===== config.mk =====
export PLATFORM = sky130hd
export DESIGN_NAME = fit_intr_unit
export DESIGN_NICKNAME = d
export VERILOG_FILES = /design/src/rtl/fit_pkg.sv /design/src/rtl/fit_ctrl.sv /design/src/rtl/fit_dpath.sv /design/src/rtl/fit_intr_unit.sv
export SDC_FILE = /design/constraint.sdc
export NUM_CORES = 1
export LEC_CHECK = 0
export BUFFER_PORTS_ARGS = -buffer_cell sky130_fd_sc_hd__buf_2
export CAP_MARGIN = 5
export CORE_UTILIZATION = 37
export DETAILED_ROUTE_END_ITERATION = 12
export HOLD_SLACK_MARGIN = 0.03
export PLACE_DENSITY = 0.69
export SYNTH_ARGS = -nofsm -noshare
export SYNTH_HDL_FRONTEND = slang
export SYNTH_SLANG_ARGS = --single-unit

===== constraint.sdc =====
create_clock -name clk -period 1.4 [get_ports clk]
set_input_delay 0.14 -clock clk [delete_from_list [all_inputs] [get_ports clk]]
set_output_delay 0.14 -clock clk [all_outputs]
set_load 0.02 [all_outputs]

===== src/rtl/fit_pkg.sv =====
package fit_pkg;
  localparam int TB_W     = 64;
  localparam int ADDR_W   = 32;
  localparam int MSR_W    = 14;
  localparam int SEL_W    = 2;
  localparam int TAP_LSB  = 9;
  localparam int TAP_STEP = 4;
  localparam int CTL_W    = SEL_W + 1;
  localparam int VEC_W    = 16;
  localparam logic [VEC_W-1:0] VEC_OFF = 16'h1010;

  // machine-state bit positions
  localparam int MSR_CRIT = 0;
  localparam int MSR_MCHK = 1;
  localparam int MSR_DBG  = 2;
  localparam int MSR_EXT  = 3;

  localparam logic [MSR_W-1:0] MSR_KEEP =
    (MSR_W'(1) << MSR_CRIT) | (MSR_W'(1) << MSR_MCHK) | (MSR_W'(1) << MSR_DBG);

  typedef struct packed {
    logic take;
    logic ret;
    logic msrWr;
  } strobe_t;
endpackage


===== src/rtl/fit_ctrl.sv =====
module fit_ctrl
  import fit_pkg::*;
#(
  parameter int TBW  = TB_W,
  parameter int SELW = SEL_W,
  parameter int LSB  = TAP_LSB,
  parameter int STEP = TAP_STEP
) (
  input  logic            clk,
  input  logic            rstN,
  input  logic [TBW-1:0]  timeBase,
  input  logic            ctlWe,
  input  logic [SELW:0]   ctlWdata,
  input  logic            stsWe,
  input  logic            stsWdata,
  input  logic            msrWe,
  input  logic            intRet,
  input  logic            msrExtEn,
  output logic            fitEnable,
  output logic [SELW-1:0] intervalSel,
  output logic            fitStatus,
  output logic            fitReq,
  output strobe_t         strobes
);
  localparam int NUM_TAPS = 1 << SELW;

  logic [NUM_TAPS-1:0] tapNow;
  logic [NUM_TAPS-1:0] tapPrev;
  logic [NUM_TAPS-1:0] tapRise;
  logic                timeout;
  logic                stsClr;
  logic                take;
  logic                unusedTimeBase;

  // pick the candidate tap bits out of the time base
  for (genvar i = 0; i < NUM_TAPS; i++) begin : g_tap
    assign tapNow[i] = timeBase[LSB + i * STEP];
  end

  assign unusedTimeBase = ^timeBase;

  // every tap keeps its own history, so a change of select cannot fake an edge
  assign tapRise = tapNow & ~tapPrev;
  assign timeout = tapRise[intervalSel];
  assign stsClr  = stsWe & stsWdata;

  always_ff @(posedge clk or negedge rstN) begin
    if (!rstN) begin
      tapPrev     <= '0;
      fitEnable   <= 1'b0;
      intervalSel <= '0;
      fitStatus   <= 1'b0;
      fitReq      <= 1'b0;
    end else begin
      tapPrev <= tapNow;
      if (ctlWe) begin
        fitEnable   <= ctlWdata[SELW];
        intervalSel <= ctlWdata[SELW-1:0];
      end
      if (timeout)     fitStatus <= 1'b1;   // a new time-out beats a clear
      else if (stsClr) fitStatus <= 1'b0;
      fitReq <= fitStatus;
    end
  end

  assign take = fitReq & fitEnable & msrExtEn;

  always_comb begin
    strobes.take  = take;
    strobes.ret   = intRet & ~take;
    strobes.msrWr = msrWe & ~take & ~intRet;
  end

  p_rise_sets_r1: assert property (@(posedge clk) disable iff (!rstN)
    timeout |=> fitStatus);

  p_req_lag_r3: assert property (@(posedge clk) disable iff (!rstN)
    1'b1 |=> (fitReq == $past(fitStatus)));

  p_sticky_r4: assert property (@(posedge clk) disable iff (!rstN)
    (fitStatus && !stsClr) |=> fitStatus);

  p_clear_r4: assert property (@(posedge clk) disable iff (!rstN)
    (stsClr && !timeout) |=> !fitStatus);
endmodule


===== src/rtl/fit_dpath.sv =====
module fit_dpath
  import fit_pkg::*;
#(
  parameter int AW   = ADDR_W,
  parameter int MW   = MSR_W,
  parameter int VW   = VEC_W
) (
  input  logic          clk,
  input  logic          rstN,
  input  strobe_t       strobes,
  input  logic [AW-1:0] nextPc,
  input  logic [MW-1:0] msrWdata,
  output logic [MW-1:0] msrQ,
  output logic [AW-1:0] srr0Q,
  output logic [MW-1:0] srr1Q,
  output logic          msrExtEn,
  output logic          intTaken,
  output logic [VW-1:0] vecOffset
);
  logic [MW-1:0] msrNext;

  // priority: take, then return, then software write
  always_comb begin
    msrNext = msrQ;
    if (strobes.take)       msrNext = msrQ & MSR_KEEP;
    else if (strobes.ret)   msrNext = srr1Q;
    else if (strobes.msrWr) msrNext = msrWdata;
  end

  always_ff @(posedge clk or negedge rstN) begin
    if (!rstN) begin
      msrQ  <= '0;
      srr0Q <= '0;
      srr1Q <= '0;
    end else begin
      msrQ <= msrNext;
      if (strobes.take) begin
        srr0Q <= nextPc;
        srr1Q <= msrQ;
      end
    end
  end

  assign msrExtEn  = msrQ[MSR_EXT];
  assign intTaken  = strobes.take;
  assign vecOffset = strobes.take ? VEC_OFF : '0;

  p_take_once_r5: assert property (@(posedge clk) disable iff (!rstN)
    intTaken |=> !intTaken);

  p_save_r6: assert property (@(posedge clk) disable iff (!rstN)
    strobes.take |=> (srr1Q == $past(msrQ)) && (srr0Q == $past(nextPc)));

  p_mask_r7: assert property (@(posedge clk) disable iff (!rstN)
    strobes.take |=> (msrQ == ($past(msrQ) & MSR_KEEP)));

  p_restore_r8: assert property (@(posedge clk) disable iff (!rstN)
    strobes.ret |=> (msrQ == $past(srr1Q)) && $stable(srr1Q));
endmodule


===== src/rtl/fit_intr_unit.sv =====
module fit_intr_unit
  import fit_pkg::*;
(
  input  logic              clk,
  input  logic              rstN,
  input  logic [TB_W-1:0]   timeBase,
  input  logic [ADDR_W-1:0] nextPc,
  input  logic              ctlWe,
  input  logic [CTL_W-1:0]  ctlWdata,
  input  logic              stsWe,
  input  logic              stsWdata,
  input  logic              msrWe,
  input  logic [MSR_W-1:0]  msrWdata,
  input  logic              intRet,
  output logic [CTL_W-1:0]  ctlQ,
  output logic              fitStatus,
  output logic              fitReq,
  output logic              intTaken,
  output logic [VEC_W-1:0]  vecOffset,
  output logic [MSR_W-1:0]  msrQ,
  output logic [ADDR_W-1:0] srr0Q,
  output logic [MSR_W-1:0]  srr1Q
);
  strobe_t          strobes;
  logic             msrExtEn;
  logic             fitEnable;
  logic [SEL_W-1:0] intervalSel;

  fit_ctrl #(
    .TBW (TB_W),
    .SELW(SEL_W),
    .LSB (TAP_LSB),
    .STEP(TAP_STEP)
  ) ctrl_i (
    .clk        (clk),
    .rstN       (rstN),
    .timeBase   (timeBase),
    .ctlWe      (ctlWe),
    .ctlWdata   (ctlWdata),
    .stsWe      (stsWe),
    .stsWdata   (stsWdata),
    .msrWe      (msrWe),
    .intRet     (intRet),
    .msrExtEn   (msrExtEn),
    .fitEnable  (fitEnable),
    .intervalSel(intervalSel),
    .fitStatus  (fitStatus),
    .fitReq     (fitReq),
    .strobes    (strobes)
  );

  fit_dpath #(
    .AW(ADDR_W),
    .MW(MSR_W),
    .VW(VEC_W)
  ) dpath_i (
    .clk      (clk),
    .rstN     (rstN),
    .strobes  (strobes),
    .nextPc   (nextPc),
    .msrWdata (msrWdata),
    .msrQ     (msrQ),
    .srr0Q    (srr0Q),
    .srr1Q    (srr1Q),
    .msrExtEn (msrExtEn),
    .intTaken (intTaken),
    .vecOffset(vecOffset)
  );

  assign ctlQ = {fitEnable, intervalSel};
endmodule


==> results by group, run 1 <==
Critical path
  – Reg2Reg Capture Point: dpath_i.srr0Q[8]$_DFFE_PN0N_
  – Worst Setup End Kind: primary output
  – R2R Setup Slk: 0.16 ns
  – Critical path class: flop to primary output
  – Worst-path fanout max: 6
  – Reg2reg start: dpath_i.msrQ[3]$_DFFE_PN0P_
  – Setup crit start kind: flop
  – R2R cell count: 6
  – Critical path data required time: 1.26 ns
  – Crit path DAT: 1.17 ns

GRT
  – Vias in the first global route: 2,527
  – First-pass GRT wire length: 11,970 um
  – Largest net degree at the start of global routing: 70
  – Tot GR Track Use: 18.40%
  – GR Overflow Total: 0
  – Initial antenna violation count: 0

Routing
  – 1st-iter DRT viols: 107
  – DRC: 0
  – Final WL: 7163 um
  – Via Count: 2,551
  – Vias per inst: 4.421
  – Final ANT Viol Nets: 0
  – Routed wire per std cell: 12.41 um
  – Initial DRT Pass Iterations: 4

Die
  – Core region area: 7687 sq um
  – Die span in y: 91.03 um
  – Cell Rows: 32
  – Die footprint: 8286 sq um
  – Initial Util: 38.15%
  – I/O pins: 202
  – Die Wd: 91.03 um

Place
  – DP HPWL: 4546 um
  – Inst Count DP: 517
  – Input/output buffers: 127
  – DP Area: 3632 sq um
  – Routability cong.: 0.7040

Layout
  – Fin cells: 577
  – FILL cells: 678
  – Area of the multi-input gates: 1033 sq um
  – Fin area: 4298 sq um
  – Ant diodes: 0
  – Register area: 1727 sq um
  – Final net count: 590
  – Share of layout cells above drive strength 1: 35.79%
  – Area Growth Syn to Fin: 46.54%

Synth
  – Cell Area, Synth: 2933 sq um
  – Area share of the largest cell type after synthesis: 58.87%
  – Top-count cell post-synth: nand2_1
  – Mean post-synth cell area: 9.809 sq um
  – Register area share after synthesis: 58.87%
  – Synth area leaders: dfrtp_1 (59%), nand2_1 (18%), buf_4 (5.1%), mux2_4 (4.1%), mux2i_1 (3.8%)
  – Synth unique cells: 23
  – Post-synth EDFFs: 0
  – Synth Instances: 299
  – Prevailing post-synth register cell: dfrtp_1
  – Cell taking the most area after synthesis: dfrtp_1
  – Async set or reset register ratio after synthesis: 100.0%
  – Yosys reg bits: 69
  – Post-synth top cells: nand2_1 (137), dfrtp_1 (69), buf_4 (20)
  – Warnings from Yosys: 0

Timing
  – Peak Freq: 764.0 MHz
  – Tcrit/Tclk final: 93.49%
  – Endpoints failing setup: 0
  – Period minus WS final: 1.309 ns
  – RSZ-0062 raised after global routing: false
  – Fin Clk Skew: 0.008056 ns
  – Hold_ws: 0.05048 ns
  – Post-Route Setup TNS: 0 ns
  – Fin. Hold Viols: 0
  – Slew Limit Fails: 0

CTS
  – CTS Buffer Depth: 2
  – Number of CTS-inserted buffers: 9
  – Htree depth: 3
  – Clk slew on worst S/H paths: 0.07 ns
  – CTS tree: yes
  – Root buffer cell: clkbuf_8
  – Clock sinks: 69
  – Worst skew pair latency: 0.33 ns

Power
  – PD cells: 1961 nW/um^2
  – Max VDD drop: 0.8411 mV
  – PnR Total Power: 8427 uW
  – Pleak: 0.002415 uW

Worst hold path
  – Hold Crit Class: input pin to flop
  – Hold_sp: msrWdata[0]
  – Worst Hold Path EP: dpath_i.msrQ[0]$_DFFE_PN0P_
  – Worst Hold Depth: 3

Flow run
  – Max Cap Viol: 0

Outcome
  – Status: complete, no violations
-- metrics by stage --
step	utilization [%]	worst slack, ns
floorplan	-	0.1013
global placement	47.25	0.2029
detailed placement	47.25	0.1626
CTS	55.91	0.05941
global route	55.91	0.03116
finish	55.91	0.09118
-- worst max path at each step --
stage | from | end | slack [ns] | cells past startpoint
2_1_floorplan | ctrl_i.fitReq$_DFF_PN0_ | vecOffset[12] | 0.10 | 4
6_report | dpath_i.msrQ[3]$_DFFE_PN0P_ | vecOffset[12] | 0.09 | 3
4_1_cts | dpath_i.msrQ[3]$_DFFE_PN0P_ | vecOffset[12] | 0.06 | 3
3_3_place_gp | dpath_i.msrQ[3]$_DFFE_PN0P_ | dpath_i.srr1Q[9]$_DFFE_PN0N_ | 0.20 | 5
5_1_grt | dpath_i.msrQ[3]$_DFFE_PN0P_ | vecOffset[12] | 0.03 | 3
3_5_place_dp | dpath_i.msrQ[3]$_DFFE_PN0P_ | dpath_i.srr1Q[9]$_DFFE_PN0N_ | 0.16 | 5
-- flip-flops by register name, summed over array words and instances (netlist names) --
name / flops
ctrl_i.fitEnable: 1
ctrl_i.fitReq: 1
ctrl_i.fitStatus: 1
ctrl_i.intervalSel: 2
ctrl_i.tapPrev: 4
dpath_i.msrQ: 14
dpath_i.srr0Q: 32
dpath_i.srr1Q: 14
-- placed cells by master (no fill, tap or decap), drive strengths merged, types with 4 or more instances in the layout --
master and count:
buf 138, clkbuf 11, conb 14, dfrtp 69
dlygate4sd3 41, mux2 14, mux2i 11, nand2 137
nand3 10, nor2 12, o21ai 4
-- per-layer routing --
metal	wire length (um)	vias up	global-route usage [%]
met2	3648	92	32.51
li1	-	1246	-
met4	121	0	7.937
met1	3021	1202	21.76
met3	371	11	3.518
met5	0	-	0
-- cells by family (layout without fill, tap and decap cells) --
kind of cell / count (synthesis) / after routing / share of synthesized area [%]
AO/OA/AOI/OAI: 6 / 6 / 1.323
buffers and inverters: 35 / 198 / 7.551
flip-flops: 69 / 69 / 58.87
multiplexers: 25 / 25 / 10.15
other: 1 / 14 / 0.1279
AND/OR/NAND/NOR: 163 / 163 / 21.97
-- final cells by class --
type | instances | share of cell area, %
Clock buffer | 11 | 3.290
Clock inverter | 5 | 1.951
Inverter | 3 | 0.4367
Multi-Input combinational cell | 208 | 24.05
Sequential cell | 69 | 40.17
Tap cell | 102 | 2.969
Timing Repair Buffer | 179 | 27.13
-- worst max-delay path, stage by stage (launching register included) --
cell,delay (ns)
dfrtp_1,0.39
nand3_2,0.17
inv_8,0.11
buf_2,0.16
-- repair_timing --
action                                  4_1_cts  5_1_grt
endpoints found under the hold margin       109        0
resized for setup                             3        0
endpoints found under the setup margin        3        0
setup buffers                                 3        0
hold buffers                                 41        0
-- where the power goes --
group | internal [uW] | switching (uW)
Clock | 1060 | 754
Sequential | 2790 | 510
Combinational | 1200 | 2110
Note: power is estimated with default switching activity, not from simulation.
==> run 2: changes to the inputs <==
--- a/config.mk
+++ b/config.mk
@@ -10,7 +10,7 @@
 export CORE_UTILIZATION = 37
 export DETAILED_ROUTE_END_ITERATION = 12
 export HOLD_SLACK_MARGIN = 0.03
-export PLACE_DENSITY = 0.69
+export PLACE_DENSITY = 0.83
 export SYNTH_ARGS = -nofsm -noshare
 export SYNTH_HDL_FRONTEND = slang
 export SYNTH_SLANG_ARGS = --single-unit
==> run 2 against run 1 <==
Effect of this change:
- design area increased by 0.35%
- global-route usage is 1.1 points higher
- maximum frequency decreased by 1.7%
- worst setup slack worse by 0.023 ns
- clock power is 7% higher
- die area is the same
- via count up 2.7%
- sequential cell count is the same
- largest cell class unchanged
==> results by group, run 2 (synthesis gave the netlist of run 1 again) <==
CTS
  – Number of CTS-inserted buffers: 9 (unchanged)
  – CTS Buffer Depth: 2 (unchanged)
  – Htree depth: 3 (unchanged)
  – Root buffer cell: clkbuf_8 (unchanged)
  – Clk slew on worst S/H paths: 0.07 ns (about the same)
  – Worst skew pair latency: 0.33 ns (about the same)
  – Clock sinks: 69 (unchanged)
  – CTS tree: yes (unchanged)

Timing
  – Fin. Hold Viols: 0 (unchanged)
  – Endpoints failing setup: 0 (unchanged)
  – Peak Freq: 750.9 MHz (was 764.0 MHz)
  – RSZ-0062 raised after global routing: false (unchanged)
  – Tcrit/Tclk final: 95.13% (was 93.49%)
  – Fin Clk Skew: 0.007552 ns (was 0.008056 ns)
  – Post-Route Setup TNS: 0 ns (unchanged)
  – Period minus WS final: 1.332 ns (was 1.309 ns)
  – Slew Limit Fails: 0 (unchanged)

Critical path
  – R2R Setup Slk: 0.11 ns (was 0.16 ns)
  – Crit path largest cell delay: 0.42 ns (was 0.39 ns)
  – Worst-path fanout max: 4 (was 6)
  – Setup crit start kind: flop (unchanged)
  – CP Cell Sequence: nand3_4 -> inv_4 -> buf_12 -> buf_4 (was nand3_2 -> inv_8 -> buf_2)
  – Worst Setup End Kind: primary output (unchanged)
  – CP max stage cell: dfrtp_1 (unchanged)
  – Critical path class: flop to primary output (unchanged)
  – Critical path data required time: 1.26 ns (about the same)
  – Crit path DAT: 1.19 ns (was 1.17 ns)

Routing
  – Vias per inst: 4.547 (was 4.421)
  – Routed wire per std cell: 13.20 um (was 12.41 um)
  – 1st-iter DRT viols: 84 (was 107)
  – Via Count: 2,619 (was 2,551)
  – Final ANT Viol Nets: 0 (unchanged)
  – Final WL: 7606 um (was 7163 um)
  – Initial DRT Pass Iterations: 4 (unchanged)
  – DRC: 0 (unchanged)

Place
  – Input/output buffers: 127 (unchanged)
  – DP HPWL: 4778 um (was 4546 um)
  – Routability cong.: 0.6828 (was 0.7040)
  – Inst Count DP: 517 (unchanged)

Layout
  – Max reg flops: 32 (unchanged)
  – Largest regs: dpath_i.srr0Q: 32 flops, dpath_i.msrQ: 14 flops, dpath_i.srr1Q: 14 flops (unchanged)
  – Share of layout cells above drive strength 1: 35.65% (was 35.79%)
  – Final net count: 589 (was 590)
  – FILL cells: 668 (was 678)
  – Ant diodes: 0 (unchanged)
  – Most frequent cells in the layout: nand2_1 (137), buf_2 (124), dfrtp_1 (69) (was nand2_1 (137), buf_2 (127), dfrtp_1 (69))
  – Reg with most FFs: dpath_i.srr0Q (unchanged)
  – Most common cell after layout, fill and taps aside: nand2_1 (unchanged)
  – Area Growth Syn to Fin: 47.06% (was 46.54%)
  – Fin cells: 576 (was 577)

Flow run
  – Max Cap Viol: 0 (unchanged)

Die
  – Die footprint: 8286 sq um (unchanged)
  – Cell Rows: 32 (unchanged)
  – Die span in y: 91.03 um (unchanged)
  – Initial Util: 38.15% (unchanged)
  – Core region area: 7687 sq um (unchanged)
  – I/O pins: 202 (unchanged)
  – Die Wd: 91.03 um (unchanged)

Power
  – Max VDD drop: 0.9923 mV (was 0.8411 mV)
  – Pleak: 0.002429 uW (was 0.002415 uW)
  – PD cells: 1991 nW/um^2 (was 1961 nW/um^2)

GRT
  – Tot GR Track Use: 19.47% (was 18.40%)
  – Largest net degree at the start of global routing: 38 (was 70)
  – First-pass GRT wire length: 12,730 um (was 11,970 um)
  – GR Overflow Total: 0 (unchanged)
  – Vias in the first global route: 2,744 (was 2,527)
  – Initial antenna violation count: 0 (unchanged)

Worst hold path
  – Hold Crit Class: input pin to flop (unchanged)

Outcome
  – Status: complete, no violations (unchanged)
-- run 2: changes by cell type in the layout (fill, tap and decap cells not counted), sizes merged --
cell / previous run / this run
bufbuf: 0 / 1
clkbuf: 11 / 12
buf: 138 / 137
dlygate4sd3: 41 / 40
bufinv: 2 / 3
clkinvlp: 2 / 0
-- run 2: final timing paths --
| check | start | end | depth (start not counted) |
|---|---|---|---|
| worst max-delay path | dpath_i.msrQ[3]$_DFFE_PN0P_ | vecOffset[12] | 4 |
| worst min-delay path | msrWdata[0] | dpath_i.msrQ[0]$_DFFE_PN0P_ | 3 |
| worst max register to register | dpath_i.msrQ[3]$_DFFE_PN0P_ | dpath_i.msrQ[2]$_DFFE_PN0P_ | 6 |
| worst min register to register | ctrl_i.fitStatus$_DFFE_PN0P_ | ctrl_i.fitReq$_DFF_PN0_ | 0 |
| max in group asynchronous | rstN | dpath_i.srr0Q[7]$_DFFE_PN0N_ | 3 |
| min in group asynchronous | rstN | dpath_i.srr0Q[30]$_DFFE_PN0N_ | 3 |
-- run 2: per-layer routing --
layer  vias up  track usage [%]  part of all wire (%)
met1      1251            23.11                    41
met2       116            35.04                    52
met3         9            3.434                   6.1
met4         0            7.275                   1.0
met5         -                0                     0
li1       1243                -                     -
-- run 2: critical path: cells and delay by family, from the launching register on --
kind | cells | cell delay [ns]
DFF | 1 | 0.42
buffers and inverters | 3 | 0.32
and+or+nand+nor | 1 | 0.12
-- run 2: cell type report --
class / instances / area, sq um / area share [%]
clock inverters: 4 / 95.09 / 2.205
well taps: 102 / 127.6 / 2.959
repair buffers: 178 / 1164 / 26.98
inverters: 3 / 13.76 / 0.3191
multi-input cells: 208 / 1041 / 24.14
clock buffers: 12 / 145.1 / 3.365
flip-flops and latches: 69 / 1727 / 40.03
-- run 2: stage by stage --
stage / setup slack (ns) / hold WS (ns) / total power, uW / area (sq um) / utilization [%]
CTS: 0.01782 / 0.03097 / 8653 / 4305 / 56.01
finish: 0.06818 / 0.04972 / 8587 / 4313 / 56.10
floorplan: 0.1013 / -0.1556 / 5291 / 2982 / -
global placement: 0.2397 / 0.1912 / 6357 / 3607 / 46.92
global route: 0.007237 / 0.06276 / 9122 / 4313 / 56.10
detailed placement: 0.1886 / 0.2049 / 6497 / 3607 / 46.92
-- run 2: what timing repair did --
item | 4_1_cts | 5_1_grt
resized for setup | 5 | 1
hold endpoints to repair | 108 | 0
buffers inserted | 1 | 1
pin swaps | 1 | 1
gates cloned | 1 | 0
endpoints found under the setup margin | 3 | 4
hold buffers | 40 | 0
-- run 2: report_power, final --
part	switching (uW)	internal [uW]	total, uW
Combinational	2120	1220	3340
Sequential	515	2790	3310
Clock	713	1230	1940
==> run 3: changes to the inputs <==
--- a/config.mk
+++ b/config.mk
@@ -5,6 +5,7 @@
 export SDC_FILE = /design/constraint.sdc
 export NUM_CORES = 1
 export LEC_CHECK = 0
+export ABC_AREA = 1
 export BUFFER_PORTS_ARGS = -buffer_cell sky130_fd_sc_hd__buf_2
 export CAP_MARGIN = 5
 export CORE_UTILIZATION = 37
==> run 3 against run 2 <==
Effect of this change:
- power decreased by 2.4%
- critical path depth down 1
- worst hold slack better by 0.012 ns
- final cell count is 4.7% higher
- register-to-register slack better by 0.03 ns
- sequential cell count unchanged
- sequential power shrank 4%
- die area fell by 0.67%
- synthesized cell count increased by 11%
- design area is 0.46% lower
- via count up 3.1%
- critical path type unchanged
- largest power group is now registers
- highest routed layer unchanged
==> results by group, run 3 <==
Critical path
  – Critical path data required time: 1.26 ns (about the same)
  – Setup crit start kind: flop (unchanged)
  – R2R Setup Slk: 0.14 ns (was 0.11 ns)
  – Crit path DAT: 1.14 ns (was 1.19 ns)
  – R2R cell count: 5 (was 6)
  – Worst-path fanout max: 5 (was 4)
  – Reg2Reg Capture Point: dpath_i.srr1Q[1]$_DFFE_PN0N_ (was dpath_i.msrQ[2]$_DFFE_PN0P_)
  – Reg2reg start: dpath_i.msrQ[3]$_DFFE_PN0P_ (unchanged)
  – Origin of the worst setup path: dpath_i.msrQ[3]$_DFFE_PN0P_ (unchanged)
  – Crit path to: intTaken (was vecOffset[12])
  – Worst Setup End Kind: primary output (unchanged)
  – Critical path class: flop to primary output (unchanged)

Synth
  – Cell taking the most area after synthesis: dfrtp_1 (unchanged)
  – Xor/xnor share of the synthesized area: 0% (unchanged)
  – Post-synth top cells: nand2_1 (139), dfrtp_1 (69), inv_1 (33) (was nand2_1 (137), dfrtp_1 (69), buf_4 (20))
  – Largest family of logic cells by synthesized area: simple AND/OR/NAND/NOR gates (unchanged)
  – Warnings from Yosys: 0 (unchanged)
  – Area share of the largest cell type after synthesis: 59.28% (was 58.87%)
  – Register area share after synthesis: 59.28% (was 58.87%)
  – Synth area leaders: dfrtp_1 (59%), nand2_1 (18%), buf_4 (5.2%), o21ai_0 (4.3%), inv_1 (4.3%) (was dfrtp_1 (59%), nand2_1 (18%), buf_4 (5.1%), mux2_4 (4.1%), mux2i_1 (3.8%))
  – Post-synthesis compound-gate area fraction: 6.443% (was 1.323%)
  – Simple-gate area share of the yosys netlist: 21.74% (was 21.97%)
  – Async set or reset register ratio after synthesis: 100.0% (unchanged)
  – Cell Area, Synth: 2913 sq um (was 2933 sq um)
  – Yosys reg bits: 69 (unchanged)
  – Post-synth EDFFs: 0 (unchanged)
  – Multiplexer area fraction after synthesis: 0.3866% (was 10.15%)
  – Post-synthesis adder-cell area fraction: 0% (unchanged)
  – Synth unique cells: 18 (was 23)
  – Prevailing post-synth register cell: dfrtp_1 (unchanged)
  – Mean post-synth cell area: 8.800 sq um (was 9.809 sq um)
  – Synth Instances: 331 (was 299)
  – Top-count cell post-synth: nand2_1 (unchanged)

Layout
  – Area Growth Syn to Fin: 47.38% (was 47.06%)
  – Largest regs: dpath_i.srr0Q: 32 flops, dpath_i.msrQ: 14 flops, dpath_i.srr1Q: 14 flops (unchanged)
  – Reg with most FFs: dpath_i.srr0Q (unchanged)
  – Most frequent cells in the layout: nand2_1 (139), buf_2 (127), dfrtp_1 (68) (was nand2_1 (137), buf_2 (124), dfrtp_1 (69))
  – Ant diodes: 0 (unchanged)
  – Fin area: 4293 sq um (was 4313 sq um)
  – Max reg flops: 32 (unchanged)
  – Share of layout cells above drive strength 1: 31.35% (was 35.65%)
  – Final net count: 619 (was 589)
  – Most common cell after layout, fill and taps aside: nand2_1 (unchanged)

Routing
  – Vias per inst: 4.478 (was 4.547)
  – Routed wire per std cell: 11.92 um (was 13.20 um)
  – Final WL: 7188 um (was 7606 um)
  – Final ANT Viol Nets: 0 (unchanged)
  – Initial DRT Pass Iterations: 5 (was 4)
  – 1st-iter DRT viols: 135 (was 84)
  – DRC: 0 (unchanged)
  – Via Count: 2,700 (was 2,619)

Die
  – Die span in y: 90.73 um (was 91.03 um)
  – Cell Rows: 31 (was 32)
  – I/O pins: 202 (unchanged)
  – Initial Util: 39.11% (was 38.15%)
  – Die footprint: 8231 sq um (was 8286 sq um)
  – Die Wd: 90.73 um (was 91.03 um)
  – Core region area: 7447 sq um (was 7687 sq um)

Timing
  – Fin Clk Skew: 0.01150 ns (was 0.007552 ns)
  – RSZ-0062 raised after global routing: false (unchanged)
  – Fin. Hold Viols: 0 (unchanged)
  – Endpoints failing setup: 0 (unchanged)
  – Peak Freq: 783.1 MHz (was 750.9 MHz)
  – Period minus WS final: 1.277 ns (was 1.332 ns)
  – Slew Limit Fails: 0 (unchanged)
  – Post-Route Setup TNS: 0 ns (unchanged)
  – Tcrit/Tclk final: 91.21% (was 95.13%)
  – Final setup margin: 0.1230 ns (was 0.06818 ns)

CTS
  – Clk slew on worst S/H paths: 0.07 ns (about the same)
  – Number of CTS-inserted buffers: 9 (unchanged)
  – Root buffer cell: clkbuf_8 (unchanged)
  – CTS tree: yes (unchanged)
  – Clock sinks: 69 (unchanged)
  – Worst skew pair latency: 0.33 ns (about the same)
  – CTS Buffer Depth: 2 (unchanged)
  – Htree depth: 3 (unchanged)

Place
  – Input/output buffers: 127 (unchanged)
  – Routability cong.: 0.7502 (was 0.6828)
  – DP Area: 3601 sq um (was 3607 sq um)
  – DP HPWL: 4654 um (was 4778 um)
  – Worst slack, placed: 0.1171 ns (was 0.1886 ns)

Power
  – Pleak: 0.002384 uW (was 0.002429 uW)
  – Max VDD drop: 1.137 mV (was 0.9923 mV)
  – PD cells: 1951 nW/um^2 (was 1991 nW/um^2)

GRT
  – First-pass GRT wire length: 12,310 um (was 12,730 um)
  – Initial antenna violation count: 0 (unchanged)
  – Vias in the first global route: 2,724 (was 2,744)
  – Largest net degree at the start of global routing: 70 (was 38)
  – Tot GR Track Use: 18.65% (was 19.47%)
  – GR Overflow Total: 0 (unchanged)

Outcome
  – Status: complete, no violations (unchanged)

Worst hold path
  – Hold Crit Class: input pin to flop (unchanged)

Flow run
  – Max Cap Viol: 0 (unchanged)
[run 3: worst min-delay path by stage]
| stage | start | to | slack, ns | cells after the start |
|---|---|---|---|---|
| final | stsWe | ctrl_i.fitStatus$_DFFE_PN0P_ | 0.06 | 4 |
| after global placement | rstN | ctrl_i.tapPrev[3]$_DFF_PN0_ | 0.18 | 2 |
| after CTS | stsWdata | ctrl_i.fitStatus$_DFFE_PN0P_ | 0.04 | 4 |
| after floorplan | rstN | ctrl_i.fitEnable$_DFFE_PN0P_ | -0.16 | 0 |
| after global routing | ctlWe | ctrl_i.intervalSel[1]$_DFFE_PN0P_ | 0.06 | 2 |
| after detailed placement | rstN | ctrl_i.intervalSel[0]$_DFFE_PN0P_ | 0.19 | 2 |
[run 3: kinds of logic (layout without fill, tap and decap cells)]
logic type             Yosys count  after routing
multiplexers                     1              1
flip-flops                      69             69
AO/OA/AOI/OAI                   35             35
AND/OR/NAND/NOR                159            159
buffers and inverters           66            226
other                            1             14
[run 3: layout make-up]
type / instances / area (sq um)
multi-input combinational: 209 / 897.1
tap: 99 / 123.9
fill: 657 / 3154
inverter: 34 / 132.6
clock inverter: 5 / 106.4
clock buffer: 11 / 151.4
sequential: 69 / 1728
timing repair buffer: 176 / 1154
[run 3: timing repair]
action / CTS / global route
setup endpoints to repair: 3 / 19
pin swaps: 0 / 0
resized for setup: 2 / 3
gates cloned: 0 / 0
setup buffers: 2 / 0
endpoints found under the hold margin: 108 / 0
hold buffers: 40 / 0
[run 3: stage by stage]
step / hold WS (ns) / power [uW] / util (%) / instances
floorplan: -0.1556 / 5116 / - / 344
global placement: 0.1822 / 6142 / 48.35 / 545
detailed placement: 0.1928 / 6251 / 48.35 / 545
CTS: 0.04060 / 8438 / 57.46 / 603
global route: 0.05611 / 8912 / 57.64 / 603
finish: 0.06134 / 8377 / 57.64 / 603
[run 3: layer usage]
metal	vias up	track usage, %	share of wire, %
li1	1319	-	-
met4	0	6.855	2.4
met5	-	0	0
met2	114	32.51	51
met1	1249	21.79	42
met3	18	5.135	4.8
[run 3: worst max-delay path: stages, from the launching register on]
cell and delay [ns]:
dfrtp_2 0.43, nand3_4 0.13, inv_6 0.10, buf_2 0.16
[run 3: report_power, final]
part / internal [uW] / switching, uW
Clock: 1280 / 745
Combinational: 1120 / 2040
Sequential: 2740 / 449
